==> config.mk <==
export PLATFORM = sky130hd
export DESIGN_NAME = hfb_upload
export DESIGN_NICKNAME = d
export VERILOG_FILES = /design/src/rtl/hfb_pkg.sv /design/src/rtl/hfb_hdr_decode.sv /design/src/rtl/hfb_burst_ctrl.sv /design/src/rtl/hfb_pix_port.sv /design/src/rtl/hfb_upload.sv
export SDC_FILE = /design/constraint.sdc
export NUM_CORES = 1
export LEC_CHECK = 0
export BUFFER_PORTS_ARGS = -buffer_cell sky130_fd_sc_hd__buf_2
export CAP_MARGIN = 20
export CORE_UTILIZATION = 44
export CTS_BUF_LIST = sky130_fd_sc_hd__clkbuf_16
export DETAILED_ROUTE_END_ITERATION = 7
export GPL_TIMING_DRIVEN = 0
export PLACE_DENSITY_LB_ADDON = 0.15
export SYNTH_ARGS = -nofsm -noshare
export SYNTH_HDL_FRONTEND = slang
export SYNTH_SLANG_ARGS = --single-unit
==> constraint.sdc <==
create_clock -name clk -period 3.76 [get_ports clk]
set_clock_uncertainty 0.2 [all_clocks]
set_input_delay 0.188 -clock clk [delete_from_list [all_inputs] [get_ports clk]]
set_output_delay 0.188 -clock clk [all_outputs]
set_load 0.01 [all_outputs]
==> src/rtl/hfb_pkg.sv <==
package hfb_pkg;

  typedef enum logic [1:0] {
    ST_IDLE,
    ST_PLAN,
    ST_LO,
    ST_HI
  } hfb_state_e;

  // A zero-sized field selects the whole frame dimension.
  function automatic int unsigned dim_or_full(int unsigned raw, int unsigned full);
    return (raw == 0) ? full : raw;
  endfunction

  // Two pixels per word, rounded up.
  function automatic int unsigned word_count(int unsigned w, int unsigned h);
    return (w * h + 1) / 2;
  endfunction

  // Words taken by one burst.
  function automatic int unsigned burst_take(int unsigned rem, int unsigned avail);
    return (rem < avail) ? rem : avail;
  endfunction

  // Column after one pixel step; wraps when the row is full.
  function automatic int unsigned next_col(int unsigned col, int unsigned wid);
    return (col + 1 == wid) ? 0 : col + 1;
  endfunction

endpackage

==> src/rtl/hfb_hdr_decode.sv <==
module hfb_hdr_decode #(
  parameter int XW   = 10,
  parameter int YW   = 9,
  parameter int YLSB = 16,
  parameter int NW   = XW + YW
) (
  input  logic [31:0]   coord,
  input  logic [31:0]   size,
  output logic [XW-1:0] dst_x,
  output logic [YW-1:0] dst_y,
  output logic [XW:0]   wid,
  output logic [YW:0]   hgt,
  output logic [NW-1:0] words,
  output logic          odd,
  output logic          skip_hdr
);
  import hfb_pkg::*;

  logic unused_coord;
  assign unused_coord = ^{coord[31:YLSB+YW], coord[YLSB-1:XW]};

  assign dst_x = coord[XW-1:0];
  assign dst_y = coord[YLSB +: YW];

  assign wid = (XW+1)'(dim_or_full(32'(size[XW-1:0]), 32'd1 << XW));
  assign hgt = (YW+1)'(dim_or_full(32'(size[YLSB +: YW]), 32'd1 << YW));

  assign words    = NW'(word_count(32'(wid), 32'(hgt)));
  assign odd      = wid[0] & hgt[0];
  assign skip_hdr = &size;

endmodule

==> src/rtl/hfb_burst_ctrl.sv <==
module hfb_burst_ctrl #(
  parameter int NW = 19,
  parameter int CW = 6
) (
  input  logic          clk,
  input  logic          rst_n,
  input  logic          cmd_valid,
  input  logic          skip_hdr,
  input  logic [NW-1:0] words,
  input  logic          odd,
  input  logic [CW-1:0] fifo_count,
  input  logic          abort_req,
  output logic          accept,
  output logic          busy,
  output logic          fifo_pop,
  output logic          slot_lo,
  output logic          slot_hi,
  output logic          done,
  output logic          aborted
);
  import hfb_pkg::*;

  hfb_state_e    st;
  logic [NW-1:0] rem_q;
  logic [NW-1:0] burst_q;
  logic          odd_q;
  logic          abort_q;
  logic          done_q;
  logic          abort_done_q;

  // Named events for the checks below
  logic ev_last_word;
  logic ev_abort_any;
  logic ev_plan_go;
  logic ev_stop;

  assign ev_abort_any = abort_req | abort_q;
  assign ev_last_word = (st == ST_HI) && (rem_q == '0);
  assign ev_plan_go   = (st == ST_PLAN) && !ev_abort_any && (fifo_count != '0);
  assign ev_stop      = ((st == ST_PLAN) && ev_abort_any) ||
                        ((st == ST_HI) && (rem_q != '0) && ev_abort_any);

  assign accept   = (st == ST_IDLE) && cmd_valid && !skip_hdr;
  assign busy     = (st != ST_IDLE);
  assign fifo_pop = (st == ST_LO);
  assign slot_lo  = (st == ST_LO);
  assign slot_hi  = (st == ST_HI) && !(ev_last_word && odd_q);
  assign done     = done_q;
  assign aborted  = abort_done_q;

  always_ff @(posedge clk or negedge rst_n) begin
    if (!rst_n) begin
      st           <= ST_IDLE;
      rem_q        <= '0;
      burst_q      <= '0;
      odd_q        <= 1'b0;
      abort_q      <= 1'b0;
      done_q       <= 1'b0;
      abort_done_q <= 1'b0;
    end else begin
      done_q       <= 1'b0;
      abort_done_q <= 1'b0;
      case (st)
        ST_IDLE: begin
          if (accept) begin
            rem_q   <= words;
            odd_q   <= odd;
            abort_q <= 1'b0;
            st      <= ST_PLAN;
          end
        end
        ST_PLAN: begin
          if (ev_stop) begin
            abort_done_q <= 1'b1;
            st           <= ST_IDLE;
          end else if (ev_plan_go) begin
            burst_q <= NW'(burst_take(32'(rem_q), 32'(fifo_count)));
            st      <= ST_LO;
          end
        end
        ST_LO: begin
          rem_q   <= rem_q - 1'b1;
          burst_q <= burst_q - 1'b1;
          abort_q <= abort_q | abort_req;
          st      <= ST_HI;
        end
        default: begin
          if (ev_last_word) begin
            done_q <= 1'b1;
            st     <= ST_IDLE;
          end else if (ev_stop) begin
            abort_done_q <= 1'b1;
            st           <= ST_IDLE;
          end else if (burst_q != '0) begin
            st <= ST_LO;
          end else begin
            st <= ST_PLAN;
          end
        end
      endcase
    end
  end

  // a pop always finds a word in the FIFO
  a_r3_pop_has_data: assert property (@(posedge clk) disable iff (!rst_n)
    fifo_pop |-> (fifo_count != '0));

  // a burst never claims more words than the upload still owes
  a_r3_burst_in_budget: assert property (@(posedge clk) disable iff (!rst_n)
    (st == ST_LO) |-> ((burst_q != '0) && (burst_q <= rem_q)));

  // the low halfword cycle is always followed by the high halfword cycle
  a_r4_lo_then_hi: assert property (@(posedge clk) disable iff (!rst_n)
    (st == ST_LO) |=> (st == ST_HI));

  // an all-ones size word leaves the engine idle
  a_r7_skip_stays_idle: assert property (@(posedge clk) disable iff (!rst_n)
    ((st == ST_IDLE) && cmd_valid && skip_hdr) |=> (st == ST_IDLE));

  // completion and abort never coincide, and an abort ends the upload
  a_r10_single_end: assert property (@(posedge clk) disable iff (!rst_n)
    !(done && aborted));
  a_r10_abort_idle: assert property (@(posedge clk) disable iff (!rst_n)
    aborted |-> !busy);

endmodule

==> src/rtl/hfb_pix_port.sv <==
module hfb_pix_port #(
  parameter int XW = 10,
  parameter int YW = 9
) (
  input  logic          clk,
  input  logic          rst_n,
  input  logic          accept,
  input  logic [XW-1:0] base_x,
  input  logic [YW-1:0] base_y,
  input  logic [XW:0]   wid,
  input  logic [31:0]   fifo_data,
  input  logic          slot_lo,
  input  logic          slot_hi,
  input  logic          chk_mask,
  input  logic          set_mask,
  input  logic          fb_msb,
  output logic          px_we,
  output logic [XW-1:0] px_x,
  output logic [YW-1:0] px_y,
  output logic [15:0]   px_data,
  output logic [XW-1:0] pos_col,
  output logic [YW-1:0] pos_row
);
  import hfb_pkg::*;

  logic [XW-1:0] bx_q;
  logic [YW-1:0] by_q;
  logic [XW:0]   w_q;
  logic [15:0]   hi_q;
  logic [XW-1:0] col_q;
  logic [YW-1:0] row_q;

  logic        ev_slot;
  logic        ev_blocked;
  logic        ev_row_end;
  logic [15:0] pix_raw;

  assign ev_slot    = slot_lo | slot_hi;
  assign ev_blocked = ev_slot & chk_mask & fb_msb;
  assign ev_row_end = ev_slot && (next_col(32'(col_q), 32'(w_q)) == 0);
  assign pix_raw    = slot_lo ? fifo_data[15:0] : hi_q;

  // Additions truncate to the address width, which gives the frame wrap.
  assign px_x    = bx_q + col_q;
  assign px_y    = by_q + row_q;
  assign px_we   = ev_slot & ~ev_blocked;
  assign px_data = {pix_raw[15] | set_mask, pix_raw[14:0]};
  assign pos_col = col_q;
  assign pos_row = row_q;

  always_ff @(posedge clk or negedge rst_n) begin
    if (!rst_n) begin
      bx_q  <= '0;
      by_q  <= '0;
      w_q   <= '0;
      hi_q  <= '0;
      col_q <= '0;
      row_q <= '0;
    end else begin
      if (accept) begin
        bx_q  <= base_x;
        by_q  <= base_y;
        w_q   <= wid;
        col_q <= '0;
        row_q <= '0;
      end else if (ev_slot) begin
        col_q <= XW'(next_col(32'(col_q), 32'(w_q)));
        if (ev_row_end) row_q <= row_q + 1'b1;
      end
      if (slot_lo) hi_q <= fifo_data[31:16];
    end
  end

  // a protected target pixel is never written
  a_r8_blocked_no_write: assert property (@(posedge clk) disable iff (!rst_n)
    (ev_slot && chk_mask && fb_msb) |-> !px_we);

  // forced mask bit appears on every written pixel
  a_r9_mask_forced: assert property (@(posedge clk) disable iff (!rst_n)
    (px_we && set_mask) |-> px_data[15]);

  // the column counter stays inside the rectangle
  a_r5_col_in_rect: assert property (@(posedge clk) disable iff (!rst_n)
    (w_q != '0) |-> ({1'b0, col_q} < w_q));

  // a high-half pixel only follows a low-half pixel
  a_r4_hi_after_lo: assert property (@(posedge clk) disable iff (!rst_n)
    slot_hi |-> $past(slot_lo));

endmodule

==> src/rtl/hfb_upload.sv <==
module hfb_upload #(
  parameter int XW = 10,
  parameter int YW = 9,
  parameter int CW = 6
) (
  input  logic          clk,
  input  logic          rst_n,
  input  logic          cmd_valid,
  input  logic [31:0]   cmd_coord,
  input  logic [31:0]   cmd_size,
  input  logic [CW-1:0] fifo_count,
  input  logic [31:0]   fifo_data,
  output logic          fifo_pop,
  input  logic          abort_req,
  input  logic          chk_mask,
  input  logic          set_mask,
  input  logic          fb_msb,
  output logic          px_we,
  output logic [XW-1:0] px_x,
  output logic [YW-1:0] px_y,
  output logic [15:0]   px_data,
  output logic          busy,
  output logic          done,
  output logic          aborted,
  output logic [YW-1:0] abort_rows,
  output logic [XW-1:0] abort_cols
);
  localparam int NW = XW + YW;

  logic [XW-1:0] dst_x;
  logic [YW-1:0] dst_y;
  logic [XW:0]   wid;
  logic [YW:0]   hgt;
  logic [NW-1:0] words;
  logic          odd;
  logic          skip_hdr;
  logic          accept;
  logic          slot_lo;
  logic          slot_hi;

  hfb_hdr_decode #(.XW(XW), .YW(YW), .YLSB(16), .NW(NW)) u_dec (
    .coord    (cmd_coord),
    .size     (cmd_size),
    .dst_x    (dst_x),
    .dst_y    (dst_y),
    .wid      (wid),
    .hgt      (hgt),
    .words    (words),
    .odd      (odd),
    .skip_hdr (skip_hdr)
  );

  hfb_burst_ctrl #(.NW(NW), .CW(CW)) u_ctrl (
    .clk        (clk),
    .rst_n      (rst_n),
    .cmd_valid  (cmd_valid),
    .skip_hdr   (skip_hdr),
    .words      (words),
    .odd        (odd),
    .fifo_count (fifo_count),
    .abort_req  (abort_req),
    .accept     (accept),
    .busy       (busy),
    .fifo_pop   (fifo_pop),
    .slot_lo    (slot_lo),
    .slot_hi    (slot_hi),
    .done       (done),
    .aborted    (aborted)
  );

  hfb_pix_port #(.XW(XW), .YW(YW)) u_pix (
    .clk       (clk),
    .rst_n     (rst_n),
    .accept    (accept),
    .base_x    (dst_x),
    .base_y    (dst_y),
    .wid       (wid),
    .fifo_data (fifo_data),
    .slot_lo   (slot_lo),
    .slot_hi   (slot_hi),
    .chk_mask  (chk_mask),
    .set_mask  (set_mask),
    .fb_msb    (fb_msb),
    .px_we     (px_we),
    .px_x      (px_x),
    .px_y      (px_y),
    .px_data   (px_data),
    .pos_col   (abort_cols),
    .pos_row   (abort_rows)
  );

  // a header seen mid-upload neither ends it nor restarts it
  a_r11_hdr_while_busy: assert property (@(posedge clk) disable iff (!rst_n)
    (busy && cmd_valid && !done && !aborted) |=> (busy || done || aborted));

  // no write or pop happens outside an upload
  a_r12_quiet_when_idle: assert property (@(posedge clk) disable iff (!rst_n)
    !busy |-> (!px_we && !fifo_pop));

endmodule

==> key figures, run 1 <==
Yosys
  • Sequential area share after synthesis: 0.257
  • Syn Std Cell Area: 10,600 sq um
  • Main combinational cell family by area after synthesis: simple AND/OR/NAND/NOR gates
  • Number of synthesized flops with an enable pin: 0
  • Asr flop ratio synth: 1.00
  • Yosys cell types: 66
  • Post-synthesis compound-gate area fraction: 0.150
  • Syn nets: 1,519
  • Post-Syn Instances: 1,252
  • Most used DFF post-synth: dfrtp_1
  • Simple-gate share of the synthesized area: 0.237
  • Synth warn: 0
  • Post-Synth Adder-Cell Area: 0.237
  • Syn avg cell area: 8.46 sq um
  • Mux contribution to synthesized area: 0.0239
  • Yosys reg bits: 109
  • XOR/XNOR Fraction of Synth Area: 0.0368

Worst setup path
  • CP Class: input pin to register
  • Crit path arrival time: 5380 ps
  • CP max stage delay: 530 ps
  • Element type at the critical path start: input pin
  • CP most frequent cell: fa_1
  • R2R Setup Slk: 300 ps
  • Crit-path max FO: 5
  • Worst R2R Start: u_pix.pos_col[1]
  • Crit path from: cmd_size[23]
  • Critical Path End: u_ctrl.rem_q[18]
  • Crit path cell chain: buf_8 -> or4_4 -> nor4_4 -> clkbuf_8 -> nand2_2 -> fa_1 -> fa_1 -> inv_1 -> fa_1 -> fa_1 -> inv_1 -> fa_1 -> inv_2 -> ha_4 -> a21o_4 -> a41oi_4 -> o21ai_1 -> o41ai_2 -> mux2i_1 -> nand2_1
  • Critical Path RT: 3800 ps
  • Worst reg-to-reg path cell count: 9
  • CP max stage cell: or4_4
  • Worst Setup End Kind: register
  • Critical R2R Capture: u_pix.pos_row[5]

Die
  • Row cnt: 56
  • Die Area: 24,700 sq um
  • Core area: 23,500 sq um
  • Die Ht: 157 um
  • Initial Utilization: 0.450
  • Die X: 157 um
  • I/O pins: 168

Power
  • Clk pwr share: 0.106
  • Combinational power share: 0.663
  • Sw Share: 0.482
  • VDD IR-drop max: 0.319 mV
  • Internal power: 0.00460 W
  • NetSw: 0.00428 W
  • Sequential Power Share: 0.230
  • Leak pwr: 6.59 nW
  • P per Cell Area: 661 nW/um^2
  • Pwr Total: 0.00888 W

Cells and area
  • Layout net count: 1,760
  • Antenna diodes: 0
  • Most common cell after layout, fill and taps aside: nand2_1
  • P&R area growth vs syn: 26.8%
  • Share of cells above drive strength 1: 0.212
  • Commonest non-fill, non-tap cells in the layout: nand2_1 (239), buf_2 (148), dfrtp_1 (108)
  • Post-layout util: 0.570
  • Non-filler cells, final: 1,817

Routing
  • DR pass1 iterations: 5
  • DR vias: 9,861
  • Post-route ant nets: 0
  • Initial drt markers: 568
  • Drc violations: 0
  • Post-DR wirelength/cell: 15.9 um
  • Final wirelength: 28,900 um
  • Vias/cell: 5.43

GRT
  • Vias in the first global route: 9,825
  • First-pass GRT wire length: 48,500 um
  • Total grt overflow: 0
  • Initial antenna violation count: 0
  • GRT Total Usage: 0.248
  • Largest net degree at the start of global routing: 94

STA
  • Worst-margin pin slew: 826 ps
  • Hold Vio Cnt, Final: 0
  • Unrepaired setup endpoints after global routing: yes
  • Setup ws final: -1580 ps
  • Max-slew violations: 0
  • Final TNS setup: -15,710 ps
  • Crit path time final: 5340 ps
  • Setup violators final: 13
  • FMAX: 187 MHz
  • Slew HR: 0.445
  • Final period util: 1.42

Clock tree
  • H-Tree Depth: 3
  • Clock sinks: 109
  • CTS tree: done
  • Clock slew at reported path FFs: 80 ps
  • Inserted Clock Buffers: 9
  • Worst-skew pair later-pin latency: 350 ps
  • Clk buf depth: 2
  • Root buffer cell: clkbuf_16

Outcome
  • Failing checks: negative setup slack
  • Outcome: complete, but fails checks

Place
  • Gpl congestion: 0.885
  • IO Port Bufs: 154
  • Place WS: -2390 ps
  • DP Cell Count: 1,726
  • DPL Wire Length: 21,400 um

Run
  • Number of max-cap violations: 0

Worst hold path
  • Class of the worst hold path: input pin to asynchronous set/reset pin
-- cells in the mapped netlist (23+ instances only) --
master    count  area, sq um
nor3_1       26          130
dfrtp_1     109         2730
nand2b_1     23          144
a21oi_1      45          225
and2_1       68          425
xnor2_1      25          219
nor2_1       55          206
ha_1         87         1090
fa_1         71         1420
o21ai_0      65          325
inv_1        95          357
nand2_1     246          923
clkbuf_1     55          206
-- layer usage --
metal / routed length, um / track usage / vias up
met3: 1300 / 0.0267 / 38
met2: 14100 / 0.430 / 241
li1: - / - / 4798
met5: 0 / 0 / -
met4: 559 / 0.0684 / 0
met1: 13000 / 0.327 / 4784
-- state kept, by name (all words and copies together), names as in the netlist --
register        count
u_ctrl.odd_q        1
u_pix.hi_q         16
u_ctrl.done         1
u_pix.w_q          11
u_ctrl.st           2
u_pix.pos_row       9
u_pix.pos_col      10
u_ctrl.burst_q     19
u_ctrl.rem_q       19
u_ctrl.aborted      1
u_ctrl.abort_q      1
u_pix.by_q          9
u_pix.bx_q         10
-- per-stage QoR --
stage               cell area [sq um]  hold slack (ps)
floorplan                       10800             -308
finish                          13400             27.6
global route                    13400             51.1
detailed placement              12000             -165
global placement                12000              180
CTS                             13300             14.2
-- power by group through the flow --
stage	logic, W	registers [W]	clock network (W)
5_1_grt	0.00666	0.00212	0.00101
3_3_place_gp	0.00530	0.00205	0
3_5_place_dp	0.00538	0.00206	0
2_1_floorplan	0.00394	0.00197	0
4_1_cts	0.00576	0.00204	0.000971
6_report	0.00589	0.00205	0.000944
-- final cells by class --
type / instances / area [sq um]
tap: 319 / 399
buffer: 66 / 449
clock inverter: 7 / 65.1
multi-input combinational: 982 / 7630
inverter: 95 / 357
fill: 2170 / 10100
clock buffer: 9 / 225
sequential: 109 / 2730
timing repair buffer: 230 / 1580
-- timing repair --
action	in CTS	in global routing
hold endpoints to repair	145	0
hold buffers	37	0
buffers inserted	38	2
gates resized for setup	95	27
pin swaps	44	23
setup endpoints to repair	15	27
-- critical path: cells and delay by family --
kind | cells | cell delay, ps
multiplexers | 1 | 230
adder cells (fa/ha/maj) | 6 | 2680
AO/OA/AOI/OAI | 4 | 970
AND/OR/NAND/NOR | 4 | 860
buffers and inverters | 5 | 450
-- how the worst min path moves through the flow --
stage | from | to | slack (ps) | cells past startpoint
6_report | rst_n | u_pix.bx_q[7] | 30 | 2
3_3_place_gp | cmd_coord[8] | u_pix.bx_q[8] | 180 | 3
5_1_grt | rst_n | u_pix.bx_q[7] | 50 | 2
3_5_place_dp | rst_n | u_pix.bx_q[7] | -170 | 1
4_1_cts | fifo_count[4] | u_ctrl.burst_q[4] | 10 | 4
2_1_floorplan | rst_n | u_ctrl.abort_q | -310 | 0
-- logic make-up (layout without fill, tap and decap cells) --
| family | after synthesis | in the layout |
|---|---|---|
| AO/OA/AOI/OAI | 236 | 236 |
| flip-flops | 109 | 109 |
| buffers and inverters | 161 | 407 |
| AND/OR/NAND/NOR | 521 | 521 |
| adder cells (fa/ha/maj) | 158 | 158 |
| XOR/XNOR | 43 | 43 |
| multiplexers | 24 | 24 |
No activity file was read; power rests on OpenSTA's default activity.
==> run 2: changes to the inputs <==
--- a/config.mk
+++ b/config.mk
@@ -6,7 +6,6 @@
 export NUM_CORES = 1
 export LEC_CHECK = 0
 export BUFFER_PORTS_ARGS = -buffer_cell sky130_fd_sc_hd__buf_2
-export CAP_MARGIN = 20
 export CORE_UTILIZATION = 44
 export CTS_BUF_LIST = sky130_fd_sc_hd__clkbuf_16
 export DETAILED_ROUTE_END_ITERATION = 7
==> constraint.sdc (replaced) <==
create_clock -name clk -period 3.76 [get_ports clk]
set_clock_uncertainty 0.2 [all_clocks]
set_input_delay 0.376 -clock clk [delete_from_list [all_inputs] [get_ports clk]]
set_output_delay 0.376 -clock clk [all_outputs]
set_load 0.01 [all_outputs]
==> key figures, run 2 (same netlist as run 1, synthesis figures left out) <==
Place
  • DPL Wire Length: 21,500 um
  • Gpl congestion: 0.900
  • IO Port Bufs: 154
  • DP Cell Count: 1,726

Clock tree
  • Clk buf depth: 2
  • Root buffer cell: clkbuf_16
  • Inserted Clock Buffers: 9
  • CTS tree: done
  • H-Tree Depth: 3
  • Clock slew at reported path FFs: 70 ps
  • Worst-skew pair later-pin latency: 350 ps
  • Clock sinks: 109

Routing
  • Drc violations: 0
  • DR vias: 9,901
  • DR pass1 iterations: 6
  • Post-DR wirelength/cell: 16.5 um
  • Final wirelength: 29,700 um
  • Vias/cell: 5.49
  • Post-route ant nets: 0
  • Initial drt markers: 634

Cells and area
  • Layout net count: 1,747
  • Commonest non-fill, non-tap cells in the layout: nand2_1 (236), buf_2 (153), dfrtp_1 (107)
  • Antenna diodes: 0
  • Share of cells above drive strength 1: 0.236
  • P&R area growth vs syn: 26.3%
  • Largest regs: u_ctrl.burst_q x19, u_ctrl.rem_q x19, u_pix.hi_q x16
  • Non-filler cells, final: 1,804
  • Most common cell after layout, fill and taps aside: nand2_1

Worst setup path
  • CP Class: input pin to register
  • R2R Setup Slk: 340 ps
  • Crit-path max FO: 4
  • Crit path arrival time: 5550 ps
  • Critical Path End: u_ctrl.rem_q[17]
  • Worst Setup End Kind: register
  • Critical Path RT: 3800 ps
  • Element type at the critical path start: input pin
  • Critical R2R Capture: u_pix.pos_row[5]
  • Worst R2R Start: u_pix.pos_col[0]
  • Crit path from: cmd_size[18]
  • Worst reg-to-reg path cell count: 9

GRT
  • Vias in the first global route: 9,601
  • Total grt overflow: 0
  • Initial antenna violation count: 0
  • Largest net degree at the start of global routing: 94
  • First-pass GRT wire length: 48,000 um
  • GRT Total Usage: 0.247

Die
  • Die X: 157 um
  • Core area: 23,500 sq um
  • Initial Utilization: 0.450
  • Die Area: 24,700 sq um
  • Die Ht: 157 um
  • Row cnt: 56
  • I/O pins: 168

STA
  • Setup violators final: 15
  • Final period util: 1.47
  • Worst-margin pin slew: 969 ps
  • Hold Vio Cnt, Final: 0
  • Max-slew violations: 0
  • Setup ws final: -1750 ps
  • FMAX: 181 MHz
  • Slew HR: 0.348
  • Crit path time final: 5510 ps
  • Unrepaired setup endpoints after global routing: yes

Outcome
  • Outcome: complete, but fails checks
  • Failing checks: negative setup slack

Power
  • Pwr Total: 0.00931 W
  • P per Cell Area: 696 nW/um^2
  • Leak pwr: 6.59 nW
  • VDD IR-drop max: 0.449 mV

Worst hold path
  • Worst hold path depth: 3
  • Class of the worst hold path: input pin to register
  • Hold path startpoint: cmd_coord[18]

Run
  • Number of max-cap violations: 0
run 2: cell types whose count changed in the layout (fill, tap and decap cells not counted), moves of 4 or more:
cell | previous run | this run
nand2_4 | 1 | 5
ha_1 | 73 | 65
ha_4 | 13 | 21
buf_8 | 7 | 1
buf_4 | 31 | 53
buf_2 | 148 | 153
dlygate4sd3_1 | 37 | 1
run 2: stage by stage:
step | hold slack (ps) | instance area, sq um | setup WS [ps] | utilization | setup TNS (ps)
after global placement | 259 | 12100 | -2590 | 0.512 | -27470
after CTS | 3.72 | 13100 | -1750 | 0.558 | -18070
final | 11.0 | 13400 | -1750 | 0.568 | -19130
after global routing | 9.39 | 13400 | -1960 | 0.568 | -21290
after floorplan | -120 | 10900 | -1920 | - | -19180
after detailed placement | 23.4 | 12100 | -2580 | 0.514 | -27730
run 2: power breakdown:
group / leakage (nW) / internal [W] / switching, W
registers: 1.39 / 0.00163 / 0.000421
clock network: 0.157 / 0.000581 / 0.000447
logic: 5.05 / 0.00270 / 0.00353
run 2: critical path: stages:
cell and delay (ps):
buf_8 100, or4_4 540, nor4_4 190, clkbuf_8 220, nand2_4 50, fa_1 470, fa_1 490, inv_1 50
fa_1 440, fa_1 490, inv_1 50, fa_1 510, inv_2 50, ha_4 230, a21o_1 200, a41oi_4 260
o211ai_1 200, mux2_4 240, o221ai_2 80, a221o_1 320
run 2: worst min path at each step:
stage | endpoint | slack [ps]
CTS | u_pix.bx_q[2] | 4
floorplan | u_ctrl.abort_q | -120
detailed placement | u_pix.pos_col[7] | 20
global placement | u_pix.hi_q[5] | 260
finish | u_pix.by_q[2] | 10
global route | u_pix.bx_q[9] | 9
run 2: layer usage:
| layer | vias to the layer above | global-route usage | wire length [um] |
|---|---|---|---|
| met3 | 62 | 0.0363 | 1530 |
| met4 | 0 | 0.0786 | 780 |
| met5 | - | 0 | 0 |
| met2 | 347 | 0.425 | 14500 |
| li1 | 4757 | - | - |
| met1 | 4735 | 0.317 | 12900 |
run 2: timing repair:
action	4_1_cts	5_1_grt
hold buffers	1	0
pin swaps	44	34
setup endpoints to repair	23	38
gates resized for setup	63	45
setup buffers	53	13
endpoints found under the hold margin	16	0
run 2: final cells by class:
type                            count  area, sq um
Sequential cell                   109         2730
Fill cell                        2155        10200
Buffer                             66          440
Multi-Input combinational cell    982         7780
Clock inverter                      7         87.6
Inverter                           95          357
Tap cell                          319          399
Timing Repair Buffer              217         1360
Clock buffer                        9          225
==> run 3: changes to the inputs <==
--- a/config.mk
+++ b/config.mk
@@ -11,6 +11,7 @@
 export DETAILED_ROUTE_END_ITERATION = 7
 export GPL_TIMING_DRIVEN = 0
 export PLACE_DENSITY_LB_ADDON = 0.15
+export RECOVER_POWER = 50
 export SYNTH_ARGS = -nofsm -noshare
 export SYNTH_HDL_FRONTEND = slang
 export SYNTH_SLANG_ARGS = --single-unit
==> key figures, run 3 (same netlist as run 1, synthesis figures left out) <==
Routing
  • Final wirelength: 29,700 um
  • DR vias: 9,905
  • Vias/cell: 5.49
  • Initial drt markers: 624
  • DR pass1 iterations: 6
  • Post-route ant nets: 0
  • Drc violations: 0
  • Post-DR wirelength/cell: 16.5 um

Worst setup path
  • Element type at the critical path start: input pin
  • CP Class: input pin to register
  • Worst Setup End Kind: register
  • Crit path arrival time: 5560 ps
  • CP max stage cell: or4_4
  • CP max stage delay: 540 ps
  • Worst R2R Start: u_pix.pos_col[0]
  • Crit path cell chain: buf_8 -> or4_4 -> nor4_4 -> clkbuf_8 -> nand2_4 -> fa_1 -> fa_1 -> inv_1 -> fa_1 -> fa_1 -> inv_1 -> fa_1 -> inv_2 -> ha_4 -> a21o_1 -> a41oi_4 -> o211ai_1 -> mux2_4 -> o221ai_2 -> a221o_1
  • Critical R2R Capture: u_pix.pos_row[8]
  • CP bufs+invs: 5
  • Critical Path RT: 3800 ps
  • R2R Setup Slk: 210 ps
  • Worst reg-to-reg path cell count: 9
  • Crit-path max FO: 4
  • CP most frequent cell: fa_1
  • Top delay family on crit path: adder cells

Clock tree
  • H-Tree Depth: 3
  • Worst-skew pair later-pin latency: 360 ps
  • Clock sinks: 109
  • Clk buf depth: 2
  • Clock slew at reported path FFs: 70 ps
  • Inserted Clock Buffers: 9
  • Root buffer cell: clkbuf_16
  • CTS tree: done

Power
  • Combinational power share: 0.669
  • Internal power: 0.00490 W
  • NetSw: 0.00441 W
  • Sw Share: 0.474
  • Sequential Power Share: 0.221
  • P per Cell Area: 698 nW/um^2
  • VDD IR-drop max: 0.451 mV
  • Clk pwr share: 0.111
  • Leak pwr: 6.50 nW

GRT
  • Total grt overflow: 0
  • GRT Total Usage: 0.247
  • First-pass GRT wire length: 48,000 um
  • Vias in the first global route: 9,601
  • Largest net degree at the start of global routing: 94
  • Initial antenna violation count: 0

STA
  • Final TNS setup: -19,180 ps
  • Setup violators final: 15
  • FMAX: 181 MHz
  • Crit path time final: 5510 ps
  • Setup ws final: -1750 ps
  • Max-slew violations: 0
  • Unrepaired setup endpoints after global routing: yes
  • Final period util: 1.47
  • Hold Vio Cnt, Final: 0
  • WHS: 10.0 ps
  • Worst-margin pin slew: 1300 ps
  • Slew HR: 0.130

Cells and area
  • Non-filler cells, final: 1,805
  • P&R area growth vs syn: 25.8%
  • Largest regs: u_ctrl.burst_q x19, u_ctrl.rem_q x19, u_pix.hi_q x16
  • Commonest non-fill, non-tap cells in the layout: nand2_1 (236), buf_2 (133), dfrtp_1 (109)
  • Share of cells above drive strength 1: 0.221
  • Post-layout util: 0.566
  • Most common cell after layout, fill and taps aside: nand2_1
  • Layout net count: 1,747

Worst hold path
  • Hold path startpoint: cmd_coord[18]
  • Worst Hold Path EP: u_pix.by_q[2]
  • Class of the worst hold path: input pin to register
  • Worst hold path depth: 3

Place
  • DP Cell Count: 1,726
  • IO Port Bufs: 154
  • DPL Wire Length: 21,500 um
  • Place WS: -2580 ps
  • Gpl congestion: 0.900

Outcome
  • Outcome: complete, but fails checks
  • Failing checks: negative setup slack

Die
  • Die X: 157 um
  • Row cnt: 56
  • Die Ht: 157 um
  • Die Area: 24,700 sq um
  • Core area: 23,500 sq um
  • I/O pins: 168
  • Initial Utilization: 0.450

Run
  • Number of max-cap violations: 0
run 3: worst max-delay path by stage:
stage	from	end	slack, ps	depth (start not counted)
CTS	cmd_size[18]	u_ctrl.rem_q[17]	-1750	20
global route	cmd_size[18]	u_ctrl.rem_q[17]	-1960	21
detailed placement	cmd_size[5]	u_ctrl.rem_q[17]	-2580	19
finish	cmd_size[18]	u_ctrl.rem_q[17]	-1750	20
global placement	cmd_size[5]	u_ctrl.rem_q[17]	-2590	19
floorplan	cmd_size[23]	u_ctrl.rem_q[17]	-1920	19
run 3: layout make-up:
cell class | instances | area, sq um
diodes | 1 | 2.50
plain buffers | 66 | 440
clock buffers | 9 | 225
clock inverters | 7 | 87.6
fillers | 2175 | 10200
inverters | 95 | 357
multi-input cells | 982 | 7780
flip-flops and latches | 109 | 2730
well taps | 319 | 399
repair buffers | 217 | 1310
run 3: per-stage QoR:
stage	power [W]	cell area, sq um
2_1_floorplan	0.00592	10900
3_3_place_gp	0.00737	12100
3_5_place_dp	0.00747	12100
4_1_cts	0.00899	13100
5_1_grt	0.0102	13300
6_report	0.00930	13300
run 3: worst min-delay path, cell delays in order:
cell     delay, ps
buf_2           80
nand2_1         40
nand2_1         40
run 3: what timing repair did:
| item | CTS | global route |
|---|---|---|
| endpoints found under the hold margin | 16 | 0 |
| gates resized for setup | 63 | 45 |
| hold buffers | 1 | 0 |
| buffers inserted | 53 | 13 |
| endpoints found under the setup margin | 23 | 38 |
| pin swaps | 44 | 34 |
run 3: power groups by stage:
| stage | clock network (W) | registers (W) | logic [W] |
|---|---|---|---|
| 2_1_floorplan | 0 | 0.00197 | 0.00395 |
| 3_3_place_gp | 0 | 0.00205 | 0.00532 |
| 3_5_place_dp | 0 | 0.00206 | 0.00541 |
| 4_1_cts | 0.00106 | 0.00204 | 0.00589 |
| 5_1_grt | 0.00110 | 0.00211 | 0.00695 |
| 6_report | 0.00103 | 0.00205 | 0.00622 |
run 3: layer usage:
metal  share of wire  wire length [um]  global-route usage
met5               0                 0                   0
met4           0.026               784              0.0786
met3           0.055              1630              0.0363
met2            0.49             14500               0.425
met1            0.43             12900               0.317
